### src/rtl/regpush_seq.sv
module regpush_seq #(
  parameter int DW = 32,
  parameter int RW = 5
) (
  input  logic          clk,
  input  logic          rst_n,
  input  logic          start,
  input  logic          mode,
  input  logic [31:0]   list_word,
  input  logic [DW-1:0] sp_in,
  input  logic          in_fatal,
  input  logic          in_exc,
  input  logic [DW-1:0] stat_word,
  input  logic [DW-1:0] fatal_ret_pc,
  input  logic [DW-1:0] fatal_ret_stat,
  input  logic [DW-1:0] intr_ret_pc,
  input  logic [DW-1:0] intr_ret_stat,
  output logic [RW-1:0] rf_addr,
  input  logic [DW-1:0] rf_data,
  output logic          st_valid,
  input  logic          st_ready,
  output logic [DW-1:0] st_addr,
  output logic [DW-1:0] st_data,
  output logic          busy,
  output logic          done,
  output logic [DW-1:0] sp_out
);
  localparam int NFR = 12;
  localparam int NPM = 15;
  localparam int NI  = NPM + 3;
  localparam int I_STAT = NPM;
  localparam int I_PC   = NPM + 1;
  localparam int I_RST  = NPM + 2;
  localparam int FR_POS [NFR] = '{27, 26, 25, 24, 31, 30, 29, 28, 23, 22, 0, 21};
  localparam int PM_POS [NPM] = '{2, 1, 0, 27, 26, 25, 24, 31, 30, 29, 28, 23, 22, 20, 21};

  logic [NI-1:0] sel_init, pend;
  logic [DW-1:0] sp_q, stat_q, pc_q, rst_q, nxt_sp;
  logic [4:0]    adj_q, cur;
  logic          mode_q;
  logic          unused_bits;

  assign unused_bits = ^list_word[18:6];

  always_comb begin
    sel_init = '0;
    if (mode) begin
      for (int i = 0; i < NPM; i++) sel_init[i] = list_word[PM_POS[i]];
      sel_init[I_STAT] = list_word[3];
      sel_init[I_PC]   = list_word[19];
      sel_init[I_RST]  = list_word[19];
    end else begin
      for (int i = 0; i < NFR; i++) sel_init[i] = list_word[FR_POS[i]];
    end
  end

  always_comb begin
    cur = '0;
    for (int i = NI - 1; i >= 0; i--) if (pend[i]) cur = 5'(i);
  end

  assign nxt_sp   = sp_q - DW'(4);
  assign st_valid = busy && (pend != '0);
  assign st_addr  = mode_q ? {nxt_sp[DW-1:2], 2'b00} : nxt_sp;
  assign rf_addr  = mode_q ? RW'(cur + 5'd1) : RW'(cur + 5'd20);

  always_comb begin
    case (cur)
      5'(I_STAT): st_data = stat_q;
      5'(I_PC):   st_data = pc_q;
      5'(I_RST):  st_data = rst_q;
      default:    st_data = rf_data;
    endcase
  end

  always_ff @(posedge clk) begin
    if (!rst_n) begin
      busy <= 1'b0; done <= 1'b0; pend <= '0; sp_q <= '0; sp_out <= '0;
      mode_q <= 1'b0; adj_q <= '0; stat_q <= '0; pc_q <= '0; rst_q <= '0;
    end else begin
      done <= 1'b0;
      if (!busy) begin
        if (start) begin
          busy   <= 1'b1;
          pend   <= sel_init;
          sp_q   <= sp_in;
          mode_q <= mode;
          adj_q  <= mode ? 5'd0 : list_word[5:1];
          stat_q <= stat_word;
          pc_q   <= (in_fatal && !in_exc) ? fatal_ret_pc   : intr_ret_pc;
          rst_q  <= (in_fatal && !in_exc) ? fatal_ret_stat : intr_ret_stat;
        end
      end else if (pend != '0) begin
        if (st_ready) begin
          pend <= pend & (pend - NI'(1));
          sp_q <= nxt_sp;
        end
      end else begin
        busy   <= 1'b0;
        done   <= 1'b1;
        sp_out <= sp_q - {{(DW-7){1'b0}}, adj_q, 2'b00};
      end
    end
  end

  a_r10_hold_stalled: assert property (@(posedge clk) disable iff (!rst_n)
    st_valid && !st_ready |=> st_valid && $stable(st_addr) && $stable(st_data));

  a_r8_push_aligned: assert property (@(posedge clk) disable iff (!rst_n)
    st_valid && mode_q |-> st_addr[1:0] == 2'b00);

  a_r2_addr_step: assert property (@(posedge clk) disable iff (!rst_n)
    st_valid && st_ready ##1 st_valid |-> st_addr == $past(st_addr) - DW'(4));

  a_r12_done_pulse: assert property (@(posedge clk) disable iff (!rst_n)
    done |=> !done && $stable(sp_out));

  a_r11_busy_no_restart: assert property (@(posedge clk) disable iff (!rst_n)
    busy && st_valid && start |=> busy && $stable(mode_q));

  a_r9_start_taken: assert property (@(posedge clk) disable iff (!rst_n)
    start && !busy |=> busy);
endmodule

### config.mk
export PLATFORM = sky130hd
export DESIGN_NAME = regpush_seq
export DESIGN_NICKNAME = d
export VERILOG_FILES = /design/src/rtl/regpush_seq.sv
export SDC_FILE = /design/constraint.sdc
export NUM_CORES = 1
export LEC_CHECK = 0
export CELL_PAD_IN_SITES_DETAIL_PLACEMENT = 0
export CELL_PAD_IN_SITES_GLOBAL_PLACEMENT = 1
export CORE_MARGIN = 2
export CORE_UTILIZATION = 30
export DETAILED_ROUTE_END_ITERATION = 6
export PLACE_DENSITY_LB_ADDON = 0.1
export RECOVER_POWER = 100
export SLEW_MARGIN = 10
export SYNTH_ARGS = -nofsm -noshare
export SYNTH_HDL_FRONTEND = slang
export SYNTH_SLANG_ARGS = --single-unit
### constraint.sdc
create_clock -name clk -period 3.37 [get_ports clk]
set_input_delay 1.011 -clock clk [delete_from_list [all_inputs] [get_ports clk]]
set_output_delay 1.011 -clock clk [all_outputs]
set_load 0.05 [all_outputs]
==> results of run 1 <==
[power breakdown]
part | switching (mW) | total, mW | internal (mW)
clock | 1.01 | 1.99 | 0.979
sequential | 0.165 | 2.54 | 2.37
combinational | 1.88 | 3.54 | 1.66
total | 3.05 | 8.07 | 5.02
[cells in the mapped netlist (3+ instances only)]
master,n
nor2b_1,7
or2_2,6
or4_1,13
nor4_1,21
a211o_1,4
nor2_1,152
a31oi_1,24
a21oi_1,69
and2_1,5
a221o_1,32
buf_2,9
nand3b_1,5
o21ai_0,65
nor3_1,18
o221ai_1,6
xnor2_1,24
clkbuf_1,92
buf_4,30
o221a_2,5
buf_1,17
a221oi_1,4
xor2_1,13
ha_1,12
or3_1,13
o21a_1,18
and3_1,4
mux2i_1,77
dfxtp_1,186
o31ai_1,9
a211oi_1,79
a21o_1,3
nand2b_1,10
nand2_1,112
inv_1,22
o311ai_0,3
nand4_1,5
o211ai_1,5
a22oi_1,34
and4_1,3
nand3_1,18
[registers in the layout, indices dropped and copies added (netlist names)]
signal / cells
adj_q: 5
busy: 1
done: 1
mode_q: 1
pc_q: 32
pend: 18
rst_q: 32
sp_out: 32
sp_q: 32
stat_q: 32
[metal layers]
metal | track usage (%) | vias up
li1 | - | 5420
met1 | 30.1 | 5162
met5 | 0 | -
met3 | 4.41 | 31
met4 | 4.80 | 0
met2 | 40.2 | 347
[worst max path at each step]
stage | startpoint | to | slack, ns
floorplan | pend[5] | st_data[0] | -0.14
global placement | pend[17] | st_data[27] | -0.37
detailed placement | pend[17] | st_data[0] | -0.38
CTS | pend[17] | st_data[4] | -0.81
global route | pend[17] | st_data[22] | -0.90
finish | pend[4] | st_data[4] | -0.77
[per-stage QoR]
step | cell area [um^2] | utilization [%]
3_5_place_dp | 15100 | 44.9
6_report | 17100 | 50.7
5_1_grt | 17100 | 50.7
3_3_place_gp | 15100 | 44.9
4_1_cts | 16700 | 49.7
2_1_floorplan | 10500 | -
[cell type report]
| cell class | instances | share of cell area (%) |
|---|---|---|
| diodes | 1 | 0.0146 |
| flip-flops and latches | 186 | 21.9 |
| clock buffers | 17 | 2.49 |
| inverters | 22 | 0.513 |
| repair buffers | 535 | 31.6 |
| well taps | 448 | 3.28 |
| clock inverters | 14 | 0.769 |
| multi-input cells | 909 | 39.4 |
[tightest hold or removal path, delay by kind of cell, from the launching register on]
kind,cells,cell delay [ns]
compound gates,1,0.05
flops,1,0.31
simple gates,1,0.05
[cells by family after synthesis]
logic type | count (synthesis)
AO/OA/AOI/OAI | 380
buffers and inverters | 172
flip-flops | 186
multiplexers | 78
adder cells (fa/ha/maj) | 13
AND/OR/NAND/NOR | 401
XOR/XNOR | 37
[what timing repair did]
item	in CTS	in global routing
setup buffers	36	21
pin swaps	27	41
cloned	2	1
endpoints found under the hold margin	0	0
endpoints found under the setup margin	59	58
resized for setup	140	70
==> flow_summary_export.csv, run 1 <==
group,metric,value,unit
status,status,"finished with violations",
status,violations,"capacitance limit, slew limit, setup timing",
power_and_ir_drop,p_leak,6.81,nW
sta,hold_viol,0,
synth,synth_top_family_by_area,"compound AO/OA/AOI/OAI gates",
routing,wl,42.9,mm
routing,via_count,11000,
routing,drt_iter0_drc,748,
synth,async_flop_share,0,%
global_route,grt_pass1_vias,10600,
min_path,worstHoldStart,"adj_q[3]",
synth,synth_flop_cell,"dfxtp_1",
clock_tree,cts-htree-levels,4,
routing,detail_route.wl_per_cell,20.1,um
placement,numPortBuffers,353,
clock_tree,cts.path.max_buffers,2,
critical_path,crit_type,"reg -> out",
sta,period_share,123,%
global_route,grt_pass1_wl,63.9,mm
clock_tree,clock_sinks,186,
final_layout,finalNetCount,1947,
routing,top_layer,"met4",
synth,yosysWarnings,0,
power_and_ir_drop,ir_drop,0.357,mV
sta,tns,-26.02,ns
clock_tree,clkTransAtPathRegs,0.07,ns
min_path,hp-class,"reg -> reg",
power_and_ir_drop,finalPower,8.07,mW
critical_path,cp_slowest_stage_delay,0.39,ns
min_path,whs_path_depth,2,
final_layout,final_common_cell,"clkdlybuf4s50_1",
sta,finalSetupViolations,49,
sta,period_minus_slack,4.14,ns
synth,syn_avg_cell_area,8.14,um^2
routing,m1WireLength,18.6,mm
synth,synthXorXnorAreaFrac,3.14,%
sta,fin_ws,-0.773,ns
global_route,grt_max_degree,62,
synth,synth_edf_count,0,
synth,synth-seq-cells,186,
floorplanning,ios,367,
synth,netlist_area,10300,um^2
flow_run,max_cap_violations,1,
critical_path,cp_cell_sequence,"or3_4 -> a311oi_4 -> o31ai_2 -> inv_1 -> buf_6 -> ha_4 -> clkbuf_16 -> nor2_4 -> o21ba_4 -> buf_6 -> a221o_2 -> buf_8",
sta,skew,0.0120,ns
floorplanning,dieArea,35900,um^2
sta,rsz0062_at_grt,"true",
sta,slew-limit-headroom,-3.22,%
synth,synth_area_leaders,"dfxtp_1 36%, mux2i_1 7.5%, a211oi_1 5.8%",
global_route,grt_usage,23.2,%
min_path,hold_path_end,"adj_q[3]",
final_layout,fillerInstances,3196,
synth,synthCells,1267,
global_route,antenna_found_initial,2,
clock_tree,insertion_delay,0.45,ns
synth,synthAdderAreaFrac,1.65,%
critical_path,path_common_cell,"buf_6",
routing,vias_per_cell,5.14,
critical_path,crit_arrival,3.13,ns
sta,tightest_slew,1.55,ns
critical_path,reg2reg_from,"pend[2]",
routing,drc,0,
final_layout,seq_area,3750,um^2
final_layout,syn2layout_area_growth,65.7,%
critical_path,crit_required,2.36,ns
sta,final_max_slew_viol_count,30,
critical_path,rrSetupSlack,0.06,ns
clock_tree,ctsHoldBuffers,0,
placement,post-place-ws,-0.380,ns
placement,routabilityCongestion,0.839,
routing,met2_length,21.4,mm
floorplanning,start_util,30.6,%
final_layout,final_cell_mix,"248 x clkdlybuf4s50_1, 172 x dfxtp_1, 149 x nor2_1",
clock_tree,root_buffer,"clkbuf_16",
placement,place_hpwl,31.6,mm
critical_path,end_kind,"output port",
critical_path,reg2reg_depth,10,
synth,synth.area.mux_share,7.59,%
sta,whs,0.454,ns
floorplanning,die_h,189,um
global_route,grt_overflow,0,
critical_path,crit_cells,12,
synth,synth_compound_area_share,25.7,%
clock_tree,cts_buffers,17,
final_layout,finalNonFillerCells,2132,
final_layout,drive_above_1_share,25.9,%
synth,synthSimpleGateAreaFrac,18.2,%
critical_path,critPathTopFamily,"compound AO/OA/AOI/OAI gates",
floorplanning,rows,67,
synth,seq_area_frac_synth,36.1,%
placement,dp.cells,2047,
routing,met3_length,2.43,mm
routing,ant_nets,0,
synth,yosysTopAreaCell,"dfxtp_1",
floorplanning,die_width,189,um
critical_path,worstSetupStartpointType,"flop",
routing,firstDrtPassIters,5,
synth,synth_top_cell_area_share,36.1,%
clock_tree,cts_tree,"yes",
critical_path,cp.buffers_inverters,5,
floorplanning,core_area,33700,um^2
power_and_ir_drop,power_density,473,nW/um^2
sta,fmax,241,MHz
critical_path,path_max_fanout,7,
synth,syn_nets,1543,
critical_path,cp_slowest_cell,"or3_4",
critical_path,r2r-end,"sp_q[4]",
final_layout,multi_input_area,6730,um^2
synth,yosysUniqueCellTypes,65,
Note: power is estimated with default switching activity, not from simulation.
==> run 2, diff against run 1 <==
- clock period: 3.37 -> 3.5 ns (I/O delays scaled with it)
==> flow_summary_export.csv, run 2 (synthesized netlist as in run 1, its figures left out) <==
group,metric,value,unit
status,status,"finished with violations",
status,violations,"capacitance limit, slew limit, setup timing",
global_route,grt_pass1_vias,10600,
global_route,grt_overflow,0,
global_route,antenna_found_initial,2,
critical_path,worstSetupStartpointType,"flop",
clock_tree,root_buffer,"clkbuf_16",
sta,hold_viol,0,
critical_path,path_max_fanout,17,
sta,fmax,244,MHz
placement,numPortBuffers,353,
critical_path,crit_arrival,3.05,ns
floorplanning,die_h,189,um
critical_path,end_kind,"output port",
global_route,grt_max_degree,90,
floorplanning,die_width,189,um
global_route,grt_usage,23.4,%
routing,met2_length,21.3,mm
sta,period_share,117,%
power_and_ir_drop,power_frac_clock,25.1,%
critical_path,cp.buffers_inverters,5,
floorplanning,start_util,30.6,%
final_layout,final_common_cell,"clkdlybuf4s50_1",
critical_path,cp_cell_sequence,"or3_4 -> a311oi_4 -> o31ai_2 -> inv_1 -> buf_6 -> ha_4 -> buf_12 -> nor2_2 -> o21ba_4 -> buf_12 -> a221o_2 -> buf_6",
sta,whs,0.451,ns
final_layout,finalNonFillerCells,2123,
sta,final_max_slew_viol_count,11,
routing,drt_iter0_drc,654,
final_layout,finalNetCount,1937,
power_and_ir_drop,intPower,4.97,mW
sta,period_minus_slack,4.10,ns
critical_path,cp_slowest_stage_delay,0.39,ns
final_layout,syn2layout_area_growth,65.8,%
critical_path,cp_slowest_cell,"or3_4",
routing,via_count,11000,
sta,slew-limit-headroom,-7.13,%
sta,fin_ws,-0.600,ns
final_layout,drive_above_1_share,25.8,%
routing,m1WireLength,18.8,mm
floorplanning,ios,367,
clock_tree,cts_tree,"yes",
routing,wl,43.5,mm
routing,top_layer,"met5",
routing,met3_length,2.70,mm
placement,routabilityCongestion,0.871,
sta,tightest_slew,1.59,ns
routing,vias_per_cell,5.17,
clock_tree,insertion_delay,0.45,ns
power_and_ir_drop,ir_drop,0.334,mV
global_route,grt_pass1_wl,64.0,mm
power_and_ir_drop,power_frac_comb,44.0,%
floorplanning,core_area,33700,um^2
clock_tree,clkTransAtPathRegs,0.07,ns
routing,ant_nets,0,
sta,finalSetupViolations,44,
critical_path,rrSetupSlack,0.46,ns
power_and_ir_drop,power_density,463,nW/um^2
routing,firstDrtPassIters,5,
critical_path,crit_required,2.45,ns
clock_tree,cts.path.max_buffers,2,
power_and_ir_drop,power_frac_seq,30.9,%
power_and_ir_drop,switching_share,37.2,%
min_path,hp-class,"reg -> reg",
final_layout,final_cell_mix,"246 x clkdlybuf4s50_1, 172 x dfxtp_1, 144 x nor2_1",
clock_tree,cts_buffers,17,
sta,skew,0.00846,ns
flow_run,max_cap_violations,1,
routing,detail_route.wl_per_cell,20.5,um
critical_path,crit_type,"reg -> out",
power_and_ir_drop,p_sw,2.94,mW
routing,drc,0,
sta,rsz0062_at_grt,"true",
clock_tree,cts-htree-levels,4,
power_and_ir_drop,p_leak,6.82,nW
placement,dp.cells,2037,
placement,place_hpwl,31.1,mm
floorplanning,rows,67,
floorplanning,dieArea,35900,um^2
clock_tree,clock_sinks,186,
critical_path,critPathTopFamily,"compound AO/OA/AOI/OAI gates",
[run 2: stage by stage]
| step | setup slack [ns] | total power [mW] | utilization, % | instance area, um^2 | TNS [ns] |
|---|---|---|---|---|---|
| after global placement | -0.300 | 5.37 | 44.7 | 15100 | -8.54 |
| after global routing | -0.708 | 8.28 | 50.7 | 17100 | -24.75 |
| after floorplan | -0.0531 | 4.11 | - | 10500 | -1.59 |
| after detailed placement | -0.293 | 5.38 | 44.7 | 15100 | -8.07 |
| final | -0.600 | 7.91 | 50.7 | 17100 | -18.65 |
| after CTS | -0.636 | 7.83 | 49.7 | 16700 | -19.76 |
[run 2: area by class of cell]
class	count	area [um^2]
fillers	3266	16600
multi-input cells	909	6680
repair buffers	525	5420
flip-flops and latches	186	3750
well taps	448	561
clock buffers	18	439
clock inverters	14	151
inverters	22	87.6
diodes	1	2.50
[run 2: worst reg2reg max path: cells and delay by family, from the launching register on]
kind / cells / cell delay (ns)
buffers and inverters: 2 / 0.36
AO/OA/AOI/OAI: 3 / 1.74
flip-flops: 1 / 0.36
AND/OR/NAND/NOR: 2 / 0.51
[run 2: final timing paths]
path         startpoint          to  cells after the start
max reg2reg     pend[0]    pend[14]                      7
min reg2reg   sp_out[6]   sp_out[6]                      2
min           sp_out[6]   sp_out[6]                      2
max             pend[2]  st_data[0]                     12
[run 2: power by group through the flow]
stage / clock [mW] / sequential (mW) / combinational [mW]
6_report: 1.99 / 2.44 / 3.48
5_1_grt: 2.13 / 2.46 / 3.69
4_1_cts: 2.03 / 2.43 / 3.36
3_5_place_dp: 0 / 2.47 / 2.91
3_3_place_gp: 0 / 2.47 / 2.90
2_1_floorplan: 0 / 2.47 / 1.64
[run 2: timing repair]
item	4_1_cts	5_1_grt
cloned	6	0
hold buffers	0	0
resized for setup	153	72
setup buffers	22	30
endpoints found under the setup margin	57	56
pin swaps	25	23
[run 2: routing by layer]
layer / vias up / global-route usage [%]
met3: 36 / 4.73
met2: 348 / 40.0
met1: 5195 / 30.1
li1: 5391 / -
met4: 2 / 5.78
met5: - / 0
